<file path="src/rtl/bytelane_port_pkg.sv">
package bytelane_port_pkg;

  // Access kinds decoded from the two strobes for one cycle
  typedef enum logic [1:0] {
    ACC_NONE  = 2'b00,
    ACC_WRITE = 2'b01,
    ACC_READ  = 2'b10,
    ACC_BOTH  = 2'b11
  } access_e;

  // Big-endian lane mapping: byte offset 0 selects the most significant lane
  function automatic int unsigned lane_for_offset(input int unsigned offset,
                                                  input int unsigned lanes);
    return lanes - 1 - offset;
  endfunction

endpackage

</file>
<file path="src/rtl/blp_addr_decode.sv">
module blp_addr_decode
  import bytelane_port_pkg::*;
#(
  parameter int unsigned ADDR_W = 8,
  parameter int unsigned LANES  = 2,
  parameter logic [ADDR_W-1:0] BASE = 8'hDC,
  localparam int unsigned SEL_W = (LANES > 1) ? $clog2(LANES) : 1
) (
  input  logic [ADDR_W-1:0] io_addr,
  input  logic              io_wr_n,
  input  logic              io_rd_n,
  output access_e           access,
  output logic [LANES-1:0]  lane_oh
);

  logic win_hit;

  // Full decode of every address bit above the byte offset
  assign win_hit = (io_addr[ADDR_W-1:SEL_W] == BASE[ADDR_W-1:SEL_W]);

  always_comb begin
    access = ACC_NONE;
    if (win_hit) begin
      unique case ({!io_rd_n, !io_wr_n})
        2'b01:   access = ACC_WRITE;
        2'b10:   access = ACC_READ;
        2'b11:   access = ACC_BOTH;
        default: access = ACC_NONE;
      endcase
    end
  end

  for (genvar i = 0; i < LANES; i++) begin : g_lane
    localparam int unsigned OFFS = lane_for_offset(i, LANES);
    assign lane_oh[i] = (io_addr[SEL_W-1:0] == SEL_W'(OFFS));
  end

endmodule

</file>
<file path="src/rtl/blp_lane_select.sv">
module blp_lane_select #(
  parameter int unsigned LANES  = 2,
  parameter int unsigned LANE_W = 8,
  localparam int unsigned DATA_W = LANES * LANE_W
) (
  input  logic [DATA_W-1:0] bus_wdata,
  input  logic [LANES-1:0]  lane_oh,
  output logic [LANE_W-1:0] lane_byte
);

  // AND-OR steering: exactly one lane reaches the peripheral
  always_comb begin
    lane_byte = '0;
    for (int i = 0; i < LANES; i++) begin
      lane_byte = lane_byte | (bus_wdata[i*LANE_W +: LANE_W] & {LANE_W{lane_oh[i]}});
    end
  end

endmodule

</file>
<file path="src/rtl/blp_store.sv">
module blp_store #(
  parameter int unsigned LANE_W = 8
) (
  input  logic              clk,
  input  logic              rst,
  input  logic              cap_en,
  input  logic [LANE_W-1:0] cap_byte,
  output logic [LANE_W-1:0] store_q
);

  always_ff @(posedge clk) begin
    if (rst) begin
      store_q <= '0;
    end else if (cap_en) begin
      store_q <= cap_byte;
    end
  end

endmodule

</file>
<file path="src/rtl/blp_lane_place.sv">
module blp_lane_place #(
  parameter int unsigned LANES  = 2,
  parameter int unsigned LANE_W = 8,
  localparam int unsigned DATA_W = LANES * LANE_W
) (
  input  logic              clk,
  input  logic              rst,
  input  logic              rd_en,
  input  logic [LANES-1:0]  lane_oh,
  input  logic [LANE_W-1:0] rd_byte,
  output logic [DATA_W-1:0] bus_rdata,
  output logic [LANES-1:0]  bus_rd_oe
);

  for (genvar i = 0; i < LANES; i++) begin : g_place
    always_ff @(posedge clk) begin
      if (rst) begin
        bus_rdata[i*LANE_W +: LANE_W] <= '0;
        bus_rd_oe[i]                  <= 1'b0;
      end else begin
        bus_rdata[i*LANE_W +: LANE_W] <= (rd_en && lane_oh[i]) ? rd_byte : '0;
        bus_rd_oe[i]                  <= rd_en && lane_oh[i];
      end
    end
  end

endmodule

</file>
<file path="src/rtl/bytelane_port.sv">
module bytelane_port
  import bytelane_port_pkg::*;
#(
  parameter int unsigned ADDR_W = 8,
  parameter int unsigned LANES  = 2,
  parameter int unsigned LANE_W = 8,
  parameter logic [ADDR_W-1:0] BASE = 8'hDC,
  localparam int unsigned DATA_W = LANES * LANE_W
) (
  input  logic              clk,
  input  logic              rst,
  input  logic [ADDR_W-1:0] io_addr,
  input  logic              io_wr_n,
  input  logic              io_rd_n,
  input  logic [DATA_W-1:0] bus_wdata,
  output logic [DATA_W-1:0] bus_rdata,
  output logic [LANES-1:0]  bus_rd_oe,
  output logic [LANE_W-1:0] periph_q
);

  access_e           access;
  logic [LANES-1:0]  lane_oh;
  logic [LANE_W-1:0] wr_byte;
  logic              wr_en;
  logic              rd_en;

  blp_addr_decode #(
    .ADDR_W (ADDR_W),
    .LANES  (LANES),
    .BASE   (BASE)
  ) u_dec (
    .io_addr (io_addr),
    .io_wr_n (io_wr_n),
    .io_rd_n (io_rd_n),
    .access  (access),
    .lane_oh (lane_oh)
  );

  assign wr_en = (access == ACC_WRITE) || (access == ACC_BOTH);
  assign rd_en = (access == ACC_READ)  || (access == ACC_BOTH);

  blp_lane_select #(
    .LANES  (LANES),
    .LANE_W (LANE_W)
  ) u_sel (
    .bus_wdata (bus_wdata),
    .lane_oh   (lane_oh),
    .lane_byte (wr_byte)
  );

  blp_store #(
    .LANE_W (LANE_W)
  ) u_store (
    .clk      (clk),
    .rst      (rst),
    .cap_en   (wr_en),
    .cap_byte (wr_byte),
    .store_q  (periph_q)
  );

  // Read samples the byte held before this edge, so read-with-write gives old data
  blp_lane_place #(
    .LANES  (LANES),
    .LANE_W (LANE_W)
  ) u_place (
    .clk       (clk),
    .rst       (rst),
    .rd_en     (rd_en),
    .lane_oh   (lane_oh),
    .rd_byte   (periph_q),
    .bus_rdata (bus_rdata),
    .bus_rd_oe (bus_rd_oe)
  );

endmodule

</file>
<file path="config.mk">
export PLATFORM = sky130hd
export DESIGN_NAME = bytelane_port
export DESIGN_NICKNAME = d
export VERILOG_FILES = /design/src/rtl/bytelane_port_pkg.sv /design/src/rtl/blp_addr_decode.sv /design/src/rtl/blp_lane_select.sv /design/src/rtl/blp_store.sv /design/src/rtl/blp_lane_place.sv /design/src/rtl/bytelane_port.sv
export SDC_FILE = /design/constraint.sdc
export NUM_CORES = 1
export LEC_CHECK = 0
export BUFFER_PORTS_ARGS = -buffer_cell sky130_fd_sc_hd__buf_4
export CORE_UTILIZATION = 35
export CTS_CLUSTER_DIAMETER = 80
export DETAILED_ROUTE_END_ITERATION = 7
export GPL_TIMING_DRIVEN = 0
export HOLD_SLACK_MARGIN = 0.03
export PLACE_DENSITY = 0.66
export SLEW_MARGIN = 25
export SYNTH_ARGS = -nofsm -noshare
export SYNTH_HDL_FRONTEND = slang
export SYNTH_SLANG_ARGS = --single-unit
</file>
<file path="constraint.sdc">
create_clock -name clk -period 1.1 [get_ports clk]
set_input_delay 0.055 -clock clk [delete_from_list [all_inputs] [get_ports clk]]
set_output_delay 0.055 -clock clk [all_outputs]
set_load 0.01 [all_outputs]
</file>
Yosys cells after proc, flatten, opt, wreduce, memory -nomap -nowiden
Index checks and enable logic that the tools add are counted.
{"block": "totals", "regBits": 26, "latch_bits": 0, "mem_bits_rw": 0, "rom_bits": 0, "output_inout_bits": 26, "elab_cells": 28, "mem_count": 0}
{"block": "classes", "n_addsub": 0, "n_mul": 0, "div": 0, "n_lt_le_gt_ge": 0, "n_eq_ne": 7, "shift": 0, "muxes": 2, "bitwise": 6, "n_reduce_logical": 8}
{"op": "bitwise AND 8 bit", "n": 2}
{"op": "== test 2 bit, second input constant", "n": 4}
{"op": "OR 8 bit", "n": 1}
{"op": "== test 7 bit, second input constant", "n": 1}
{"op": "one-hot mux 2 bit (3 select lines)", "n": 1}
{"op": "== test 2 x 1 -> 1 bit, second input constant", "n": 2}
{"op": "OR reduction 2 bit", "n": 2}
{"op": "NOT 1 bit", "n": 3}
{"op": "logical AND 1 bit", "n": 2}
{"op": "logical NOT 1 bit", "n": 2}
{"op": "logical OR 1 bit", "n": 2}
{"op": "2-to-1 mux 2 bit", "n": 1}

Depth between registers and ports, before layout
Gate-level depths: netlist of the first run.
{"block": "depth", "ltp_word": 9, "ltp_mapped": 5, "mapped_depth_nobuf": 3}

Modules after synthesis
Synthesis of the first run repeated with hierarchy kept, for this count alone.
{"block": "unflattened", "cells_unflattened": 82, "hier_area_um2": 996.0}
{"mod": "blp_lane_place", "n_inst": 1, "cells_each": 38, "area_per_inst_um2": 573.0}
{"mod": "blp_store", "n_inst": 1, "cells_each": 26, "area_per_inst_um2": 285.3}
{"mod": "blp_lane_select", "n_inst": 1, "cells_each": 10, "area_per_inst_um2": 92.6}
{"mod": "blp_addr_decode", "n_inst": 1, "cells_each": 6, "area_per_inst_um2": 37.5}
{"mod": "bytelane_port", "n_inst": 1, "cells_each": 2, "area_per_inst_um2": 7.5}

Worst setup path after synthesis of the first run
Ideal clock, no wire load.
{"block": "synth_path", "path_kind": "input port to flip-flop", "from": "in rst", "to": "reg u_place.bus_rdata[0]", "setup_ps": 60, "arrival_ps": 888, "required_time_ps": 1040, "setup_slack_ps": 153, "cell_stages": 4, "path_buffers": 1, "path_cell_list": "buf_6 > nand4bb_4 > nor4b_4 > and2_1"}
{"block": "synth_between", "elab_chain_cells": 1}
{"element": "from (decl)", "line": "bytelane_port.sv:11", "rtl": "input logic rst,"}
{"element": "OR reduction 2 bit (no line)"}
{"element": "to (signal, indexed assignment)", "line": "blp_lane_place.sv:21", "rtl": "bus_rdata[i*LANE_W +: LANE_W] <= (rd_en && lane_oh[i]) ? rd_byte : '0;"}
{"element": "to (decl)", "line": "blp_lane_place.sv:11", "rtl": "output logic [DATA_W-1:0] bus_rdata,"}
No other way between the ends.
A chain may end at the register's enable or synchronous reset.

Final worst setup path of the first run
{"block": "layout_path", "from": "reg u_store.store_q[3]", "to": "out periph_q[3]"}
{"element": "from (decl)", "line": "blp_store.sv:8", "rtl": "output logic [LANE_W-1:0] store_q"}
{"element": "from (signal assigned)", "line": "blp_store.sv:15", "rtl": "store_q <= cap_byte;"}
{"element": "to (decl)", "line": "bytelane_port.sv:18", "rtl": "output logic [LANE_W-1:0] periph_q"}
No word-level cell between the ends.

==> results.py, run 1 <==
metrics = {
    "run_status": {
        "failed_checks": "hold timing",
        "outcome": "finished with violations",
    },
    "routing": {
        "routedWlPerCell_um": 12.0,
        "dr.pass1.iters": 4,
        "vias": 780,
        "routed_via_density": 4.76,
        "drcViolationCount": 0,
        "ant_nets": 0,
        "initialDrtViolationCount": 16,
        "drt_wl_total_um": 1970,
    },
    "synthesis": {
        "ys_ff_latch": 26,
        "synth_cells": 78,
        "synth_top_area_cell": "dfxtp_1",
        "synth_nets": 106,
        "synth.distinct_cells": 14,
        "syn_avg_cell_area_sq_um": 12.3,
        "ys_warn_count": 0,
        "syn_area_sq_um": 962,
        "yosys-top-cells-area": "dfxtp_1 (54%), and2_1 (10%), mux2i_1 (8.3%), a311oi_1 (7.3%), a21oi_1 (4.2%)",
        "synth_top_area_frac": 0.541,
        "seq_area_frac_synth": 0.541,
    },
    "placed_design": {
        "dp_hpwl_um": 1590,
        "routabilityCongestion": 0.721,
        "port-buffer-count": 51,
    },
    "grt": {
        "globalRouteOverflowTotal": 0,
        "grt_pass1_wl_um": 3060,
        "antenna_found_initial": 0,
        "grt_max_degree": 16,
        "first_global_vias": 691,
        "grt_usage": 0.143,
    },
    "clock_network": {
        "clk_pin_slew_worst_paths_ns": 0.14,
        "cts_buffers": 3,
        "ctsHtreeMaxLevel": 1,
        "cts_sinks": 26,
        "clockBufferDepth": 2,
        "root_buffer": "clkbuf_4",
        "ctsHoldBuffers": 1,
        "cts_tree": "yes",
        "insertion_delay_ns": 0.31,
    },
    "sta": {
        "final_max_slew_viol_count": 0,
        "whs_ns": -0.0293,
        "final-setup-viol-count": 0,
        "hold_viol_final": 2,
        "fin_crit_sh": 0.826,
        "maxSlewHeadroom": 0.696,
        "tns_ns": 0,
        "tightest_slew_ns": 0.452,
        "fin_skew_ns": 0.00725,
        "fin_crit_ns": 0.909,
        "rsz0062_at_grt": "false",
        "max_freq_mhz": 1100,
    },
    "layout": {
        "areaGrowthSynthToFinish_pct": 50.2,
        "regArea_sq_um": 520,
        "final_common_cell": "buf_4",
        "fin_nets": 163,
        "num-fill-cells": 223,
        "fin_util": 0.568,
        "multi_input_area_sq_um": 394,
        "drive_gt1_frac": 0.478,
        "diodes": 0,
        "final_cell_mix": "buf_4 (53), dfxtp_1 (26), and2_1 (16)",
    },
    "critical_path": {
        "crit_fanout": 4,
        "r2r-start": "u_store.store_q[5]",
        "path_buf_inv": 1,
        "worstSetupStartpoint": "u_store.store_q[3]",
        "cp_cell_sequence": "buf_4",
        "critPathLaunchType": "flop",
        "cp.required_ns": 1.04,
        "cp_top_family": "flip-flops",
        "critPathCaptureType": "output port",
        "cp_slowest_cell": "dfxtp_1",
        "worstReg2RegEnd": "u_store.store_q[5]",
        "worstPathArrival_ns": 0.85,
        "rr_worst_depth": 2,
        "r2r_slack_ns": 0.30,
        "cpPeakStageDelay_ns": 0.41,
        "path_class": "reg -> out",
    },
    "power_and_ir_drop": {
        "power.density_nw_per_um2": 1190,
        "sw_frac_of_total": 0.184,
        "comb_power_share": 0.086,
        "p_leak_nw": 0.667,
        "power.internal_mw": 1.40,
        "p_clk_frac": 0.365,
        "vdd_ir_drop_max_uv": 735,
        "power_switching_uw": 316,
        "seq_power_share": 0.549,
    },
    "run": {
        "maxCapViolations": 0,
    },
    "floorplan": {
        "core_area_sq_um": 2540,
        "initial_utilization": 0.378,
        "die_w_um": 54.4,
        "pin_count": 54,
        "die_h_um": 54.4,
        "die_area_sq_um": 2960,
        "num_rows": 18,
    },
    "worst_hold_path": {
        "hp-class": "in -> reg",
        "hold_end": "u_place.bus_rd_oe[1]",
        "whs_path_depth": 2,
        "hp-start": "io_rd_n",
    },
}
## how the worst max path moves through the flow
stage,to,slack [ns],depth (start not counted)
global placement,u_place.bus_rdata[1],-0.1,4
finish,periph_q[3],0.19,1
CTS,periph_q[3],0.17,1
detailed placement,u_place.bus_rdata[2],-0.16,4
global route,periph_q[6],0.13,1
floorplan,u_place.bus_rdata[0],0.15,4
## power groups by stage
stage	clock network, mW	logic, mW	registers [mW]
after global routing	0.698	0.161	0.945
after detailed placement	0	0.147	0.965
after CTS	0.640	0.149	0.944
after global placement	0	0.143	0.965
after floorplan	0	0.0601	0.965
final	0.629	0.148	0.944
## routing by layer
layer  share of wire  vias to the layer above  global-route usage
met2            0.53                       34               0.248
met4               0                        0              0.0641
met3           0.052                        0             0.00833
li1                -                      394                   -
met5               0                        -                   0
met1            0.42                      352               0.180
## per-stage QoR
stage	hold WS, ns	total power, mW	setup WS (ns)	area [sq um]	instances
after global routing	-0.0562	1.80	0.132	1450	164
after floorplan	0.147	1.03	0.153	962	78
final	-0.0293	1.72	0.191	1450	164
after CTS	-0.0377	1.73	0.169	1450	164
after detailed placement	0.263	1.11	-0.165	1380	159
after global placement	0.266	1.11	-0.0985	1380	159
## cells in the mapped netlist
cell	number
a21oi_1	8
a311oi_1	8
and2_1	16
and4b_1	1
and4bb_1	1
buf_2	2
buf_4	2
buf_6	2
dfxtp_1	26
mux2i_1	8
nand4b_1	1
nand4bb_4	1
nor4_4	1
nor4b_4	1
## final cells by class
cell class                 count  share of cell area
clock buffer                   3              0.0156
clock inverter                 1              0.0208
sequential                    26               0.360
buffer                         6              0.0329
tap                           30              0.0260
multi-input combinational     46               0.273
timing repair buffer          52               0.272
## worst register-to-register path, cell delays in order, from the launching register on
cell      delay [ns]
dfxtp_1         0.38
a21oi_1         0.06
a311oi_1        0.28
## state kept, by name, summed over array words and instances (netlist names)
name,cells
u_place.bus_rd_oe,2
u_place.bus_rdata,16
u_store.store_q,8
## logic make-up (layout without fill, tap and decap cells)
kind of cell           Yosys count  count (layout)  share of synthesized area
AOI/OAI and AO/OA               16              16                      0.114
buffers and inverters            6              62                     0.0494
DFF                             26              26                      0.541
muxes                            8               8                     0.0832
and+or+nand+nor                 22              22                      0.212
## repair_timing
item | in CTS | in global routing
endpoints found under the hold margin | 10 | 2
setup buffers | 0 | 0
resized for setup | 0 | 0
No activity file was read; power rests on OpenSTA's default activity.
==> inputs of run 2 (changes only) <==
==> constraint.sdc (replaced) <==
create_clock -name clk -period 0.9 [get_ports clk]
set_input_delay 0.045 -clock clk [delete_from_list [all_inputs] [get_ports clk]]
set_output_delay 0.045 -clock clk [all_outputs]
set_load 0.01 [all_outputs]
==> run 2 against run 1 <==
Net effect: the flow now finishes without violations; global-route usage up 2.2 points; critical path depth up 4; utilization up 0.79 points; clock skew down 0.0061 ns; critical path type is now in -> reg; critical endpoint is now u_place.bus_rdata[5]; highest routed layer is now met4.
==> results.py, run 2 (same netlist as run 1, synthesis figures left out) <==
metrics = {
    "critical_path": {
        "cp_cell_sequence": "buf_4 -> nand4b_1 -> nor4b_4 -> buf_4 -> and2_1",
        "critPathLaunchType": "input pin",
        "crit_fanout": 7,
        "path_class": "in -> reg",
        "cp_slowest_cell": "nor4b_4",
        "critPathCaptureType": "flop",
        "cp.required_ns": 1.15,
        "worstPathArrival_ns": 1.11,
        "crit_path_frequent_cell": "buf_4",
        "cpPeakStageDelay_ns": 0.36,
    },
    "layout": {
        "final_common_cell": "buf_4",
        "num-fill-cells": 226,
        "fin_nets": 167,
        "fin_cells": 167,
        "areaGrowthSynthToFinish_pct": 52.3,
        "final_cell_mix": "buf_4 (56), dfxtp_1 (18), and2_1 (16)",
        "largest_reg_flops": 16,
        "regMostFlops": "u_place.bus_rdata",
        "reg_top3": "u_place.bus_rdata x16, u_store.store_q x8, u_place.bus_rd_oe x2",
        "drive_gt1_frac": 0.547,
        "diodes": 0,
        "multi_input_area_sq_um": 394,
        "regArea_sq_um": 533,
    },
    "grt": {
        "grt_max_degree": 14,
        "grt_pass1_wl_um": 3450,
        "grt_usage": 0.165,
        "globalRouteOverflowTotal": 0,
        "first_global_vias": 778,
        "antenna_found_initial": 0,
    },
    "routing": {
        "ant_nets": 0,
        "vias": 802,
        "drcViolationCount": 0,
        "routedWlPerCell_um": 13.3,
        "initialDrtViolationCount": 5,
        "drt_wl_total_um": 2210,
        "routed_via_density": 4.80,
        "dr.pass1.iters": 3,
    },
    "clock_network": {
        "root_buffer": "clkbuf_4",
        "cts_tree": "yes",
        "clockBufferDepth": 2,
        "clk_pin_slew_worst_paths_ns": 0.13,
        "insertion_delay_ns": 0.31,
        "cts_buffers": 3,
        "ctsHtreeMaxLevel": 1,
        "cts_sinks": 26,
    },
    "placed_design": {
        "placedCellCount": 159,
        "routabilityCongestion": 0.702,
        "port-buffer-count": 51,
        "dp_hpwl_um": 1710,
    },
    "floorplan": {
        "num_rows": 18,
        "die_area_sq_um": 2960,
        "die_h_um": 54.4,
        "pin_count": 54,
        "initial_utilization": 0.378,
        "core_area_sq_um": 2540,
        "die_w_um": 54.4,
    },
    "power_and_ir_drop": {
        "power.density_nw_per_um2": 1230,
        "p_leak_nw": 0.681,
        "vdd_ir_drop_max_uv": 710,
    },
    "sta": {
        "max_freq_mhz": 1170,
        "hold_viol_final": 0,
        "final-setup-viol-count": 0,
        "fin_crit_sh": 0.949,
        "tightest_slew_ns": 0.307,
        "maxSlewHeadroom": 0.795,
        "tns_ns": 0,
        "final_max_slew_viol_count": 0,
        "fin_skew_ns": 0.00115,
        "fin_crit_ns": 0.854,
    },
    "run": {
        "maxCapViolations": 0,
    },
    "worst_hold_path": {
        "hp-class": "in -> reg",
    },
    "run_status": {
        "outcome": "finished clean",
    },
}
-- run 2: changes by cell type in the layout (fill, tap and decap cells not counted) --
cell	previous run	this run
bufinv_16	1	0
buf_4	53	56
dfxtp_4	0	1
dfxtp_1	26	18
dfxtp_2	0	7
buf_8	0	1
-- run 2: stage by stage --
stage | utilization | hold WS, ns | area (sq um) | power [mW] | setup WS (ns)
2_1_floorplan | - | 0.137 | 970 | 1.26 | -0.0321
3_3_place_gp | 0.546 | 0.242 | 1390 | 1.36 | -0.292
3_5_place_dp | 0.546 | 0.243 | 1390 | 1.36 | -0.371
4_1_cts | 0.566 | -0.0375 | 1440 | 1.81 | 0.00985
5_1_grt | 0.576 | 0.0648 | 1470 | 1.89 | -0.000947
6_report | 0.576 | 0.0861 | 1470 | 1.80 | 0.0459
-- run 2: power breakdown --
part           total, mW  internal (mW)  leakage, nW  switching [mW]
clock              0.457          0.156       0.0138           0.301
sequential          1.15           1.15        0.214         0.00141
combinational      0.188          0.118        0.454          0.0700
-- run 2: what timing repair did --
item,CTS,global route
buffers inserted,2,2
pin swaps,1,1
hold buffers,1,0
setup endpoints to repair,10,14
hold endpoints to repair,9,0
resized for setup,2,7
-- run 2: metal layers --
metal | vias to the layer above | GRT usage | wire length (um)
li1 | 400 | - | -
met2 | 29 | 0.283 | 1210
met4 | 0 | 0.0897 | 34
met5 | - | 0 | 0
met3 | 2 | 0.0250 | 79
met1 | 371 | 0.195 | 885
-- run 2: final timing paths --
path | from | endpoint | slack [ns] | cells after the start
worst max register to register | u_store.store_q[7] | u_store.store_q[7] | 0.15 | 2
worst max-delay path | io_addr[5] | u_place.bus_rdata[5] | 0.05 | 5
worst min-delay path | bus_wdata[14] | u_store.store_q[6] | 0.09 | 3
worst min register to register | u_store.store_q[2] | u_place.bus_rdata[10] | 0.50 | 1
-- run 2: critical path, delay by kind of cell --
kind                   cells  cell delay, ns
buffers and inverters      2            0.29
and+or+nand+nor            3            0.76
-- run 2: final cells by class --
cell class / count / share of cell area
Tap cell: 30 / 0.0256
Timing Repair Buffer: 56 / 0.289
Sequential cell: 26 / 0.364
Clock buffer: 3 / 0.0154
Buffer: 6 / 0.0376
Multi-Input combinational cell: 46 / 0.269
==> inputs of run 3 (changes only) <==
--- a/config.mk
+++ b/config.mk
@@ -11,8 +11,9 @@
 export DETAILED_ROUTE_END_ITERATION = 7
 export GPL_TIMING_DRIVEN = 0
 export HOLD_SLACK_MARGIN = 0.03
-export PLACE_DENSITY = 0.66
+export PLACE_DENSITY = 0.65
 export SLEW_MARGIN = 25
 export SYNTH_ARGS = -nofsm -noshare
 export SYNTH_HDL_FRONTEND = slang
+export SYNTH_HIERARCHICAL = 1
 export SYNTH_SLANG_ARGS = --single-unit
==> run 3 against run 2 <==
Net effect: combinational power is essentially flat; clock power grew 23%; synthesized cell count grew 5.1%; wire length shrank 4.2%; largest cell class unchanged; worst hold slack lost 0.012 ns; highest routed layer unchanged; design area grew 4.0%.
==> results.py, run 3 <==
metrics = {
    "critical_path": {
        "cp_slowest_cell": "dfxtp_2",
        "path_buf_inv": 1,
        "crit_fanout": 4,
        "cp_top_family": "flip-flops",
        "cp.required_ns": 0.85,
        "cpPeakStageDelay_ns": 0.38,
        "critPathCaptureType": "output port",
        "cp_cell_sequence": "buf_4",
        "worstPathArrival_ns": 0.81,
        "path_class": "reg -> out",
        "critPathLaunchType": "flop",
    },
    "floorplan": {
        "die_area_sq_um": 3060,
        "initial_utilization": 0.385,
        "die_h_um": 55.3,
        "core_area_sq_um": 2590,
        "num_rows": 18,
        "die_w_um": 55.3,
        "pin_count": 54,
    },
    "layout": {
        "fin_cells": 173,
        "reg_top3": "u_place/bus_rdata x16, u_store/store_q x8, u_place/bus_rd_oe x2",
        "regMostFlops": "u_place/bus_rdata",
        "final_cell_mix": "buf_4 (56), dfxtp_1 (18)",
        "diodes": 0,
        "areaGrowthSynthToFinish_pct": 53.0,
        "largest_reg_flops": 16,
        "final_common_cell": "buf_4",
        "fin_nets": 172,
        "drive_gt1_frac": 0.601,
    },
    "clock_network": {
        "cts_buffers": 3,
        "cts_sinks": 26,
        "insertion_delay_ns": 0.30,
        "root_buffer": "clkbuf_4",
        "ctsHtreeMaxLevel": 1,
        "ctsHoldBuffers": 0,
        "cts_tree": "yes",
        "clockBufferDepth": 2,
        "clk_pin_slew_worst_paths_ns": 0.13,
    },
    "sta": {
        "maxSlewHeadroom": 0.777,
        "fin_crit_ns": 0.853,
        "final-setup-viol-count": 0,
        "tightest_slew_ns": 0.334,
        "fin_skew_ns": 0.00224,
        "final_max_slew_viol_count": 0,
        "fin_crit_sh": 0.948,
        "max_freq_mhz": 1170,
        "hold_viol_final": 0,
        "worst_slack_ns": 0.0472,
        "whs_ns": 0.0741,
    },
    "power_and_ir_drop": {
        "vdd_ir_drop_max_uv": 851,
        "power_switching_uw": 381,
        "power.density_nw_per_um2": 1240,
        "seq_power_share": 0.603,
        "power.internal_mw": 1.51,
        "comb_power_share": 0.100,
        "p_leak_nw": 0.743,
        "sw_frac_of_total": 0.201,
        "p_clk_frac": 0.297,
    },
    "synthesis": {
        "synth_mux_area_frac": 0.0804,
        "synth_top_area_frac": 0.523,
        "synth_most_common_cell": "dfxtp_1",
        "synth_cells": 82,
        "synth-simple-area-share": 0.247,
        "synth.distinct_cells": 15,
        "ys_async_sr_fraction": 0,
        "synth_fa_ha_area_frac": 0,
        "syn_avg_cell_area_sq_um": 12.1,
        "ys_ff_latch": 26,
        "synth_nets": 110,
        "synth_top_family_by_area": "simple AND/OR/NAND/NOR gates",
        "synth_ff_type": "dfxtp_1",
        "syn_area_sq_um": 996,
        "yosys.area_share.xor_xnor": 0,
        "yosys-top-cells-area": "dfxtp_1 (52%), and4b_2 (9.0%), and4b_1 (8.0%), mux2i_1 (8.0%), a22o_1 (7.0%)",
        "synth-compound-area-share": 0.0704,
        "seq_area_frac_synth": 0.523,
        "ys_warn_count": 6,
        "synth_edf_count": 0,
        "synth_top_area_cell": "dfxtp_1",
    },
    "routing": {
        "drt-met1-wl_um": 905,
        "drt_wl_total_um": 2120,
        "routedWlPerCell_um": 12.2,
        "routed_via_density": 4.90,
        "ant_nets": 0,
        "drcViolationCount": 0,
        "vias": 847,
        "route.met3.wl_um": 84,
        "wl_met2_um": 1110,
        "dr.pass1.iters": 4,
        "initialDrtViolationCount": 5,
        "routed.top_layer": "met4",
    },
    "placed_design": {
        "dpl_worst_slack_ns": -0.257,
        "port-buffer-count": 53,
        "placedCellCount": 165,
        "routabilityCongestion": 0.684,
    },
    "grt": {
        "first_global_vias": 783,
        "globalRouteOverflowTotal": 0,
        "grt_pass1_wl_um": 3620,
        "antenna_found_initial": 0,
        "grt_max_degree": 15,
        "grt_usage": 0.147,
    },
    "run_status": {
        "outcome": "finished clean",
    },
    "worst_hold_path": {
        "hp-class": "in -> reg",
    },
    "run": {
        "maxCapViolations": 0,
    },
}
run 3: routing by layer:
layer | track usage | vias to the layer above
met2 | 0.260 | 28
li1 | - | 427
met3 | 0.0304 | 2
met4 | 0.0536 | 0
met5 | 0 | -
met1 | 0.175 | 390
run 3: through the flow:
stage                     power, mW   TNS, ns   util  instance area (sq um)
after floorplan                1.26    -0.631      -                    997
after global placement         1.36     -4.96  0.553                   1430
after detailed placement       1.37     -5.15  0.553                   1430
after CTS                      1.93         0  0.571                   1480
after global routing           2.00  -0.00471  0.588                   1520
final                          1.89         0  0.588                   1520
run 3: power groups by stage:
stage                     logic (mW)  clock network, mW  registers [mW]
after global placement         0.186                  0            1.18
after floorplan               0.0794                  0            1.18
final                          0.189              0.563            1.14
after global routing           0.205              0.646            1.14
after CTS                      0.190              0.584            1.15
after detailed placement       0.189                  0            1.18
run 3: area by class of cell:
| cell class | instances | area, sq um |
|---|---|---|
| plain buffers | 9 | 76.3 |
| multi-input cells | 46 | 397 |
| clock buffers | 4 | 36.3 |
| repair buffers | 57 | 435 |
| flip-flops and latches | 26 | 538 |
| inverters | 1 | 3.75 |
| fillers | 238 | 1070 |
| well taps | 30 | 37.5 |
run 3: path summary, 6_finish.rpt:
path / to / depth (start not counted) / start / slack [ns]
hold reg to reg: u_store/store_q[7] / 2 / u_store/store_q[7] / 0.52
setup / recovery: periph_q[1] / 1 / u_store/store_q[1] / 0.05
hold / removal: u_store/store_q[4] / 4 / bus_wdata[12] / 0.07
setup reg to reg: u_place/bus_rdata[4] / 2 / u_store/store_q[4] / 0.12
run 3: cells by family (layout without fill, tap and decap cells):
group                  count (synthesis)  count (layout)
AND/OR/NAND/NOR                       30              30
flip-flops                            26              26
buffers and inverters                 10              71
AO/OA/AOI/OAI                          8               8
multiplexers                           8               8
run 3: repair_timing:
| action | 4_1_cts | 5_1_grt |
|---|---|---|
| pin swaps | 0 | 0 |
| resized for setup | 7 | 6 |
| setup endpoints to repair | 7 | 6 |
| hold endpoints to repair | 0 | 0 |
| setup buffers | 0 | 4 |
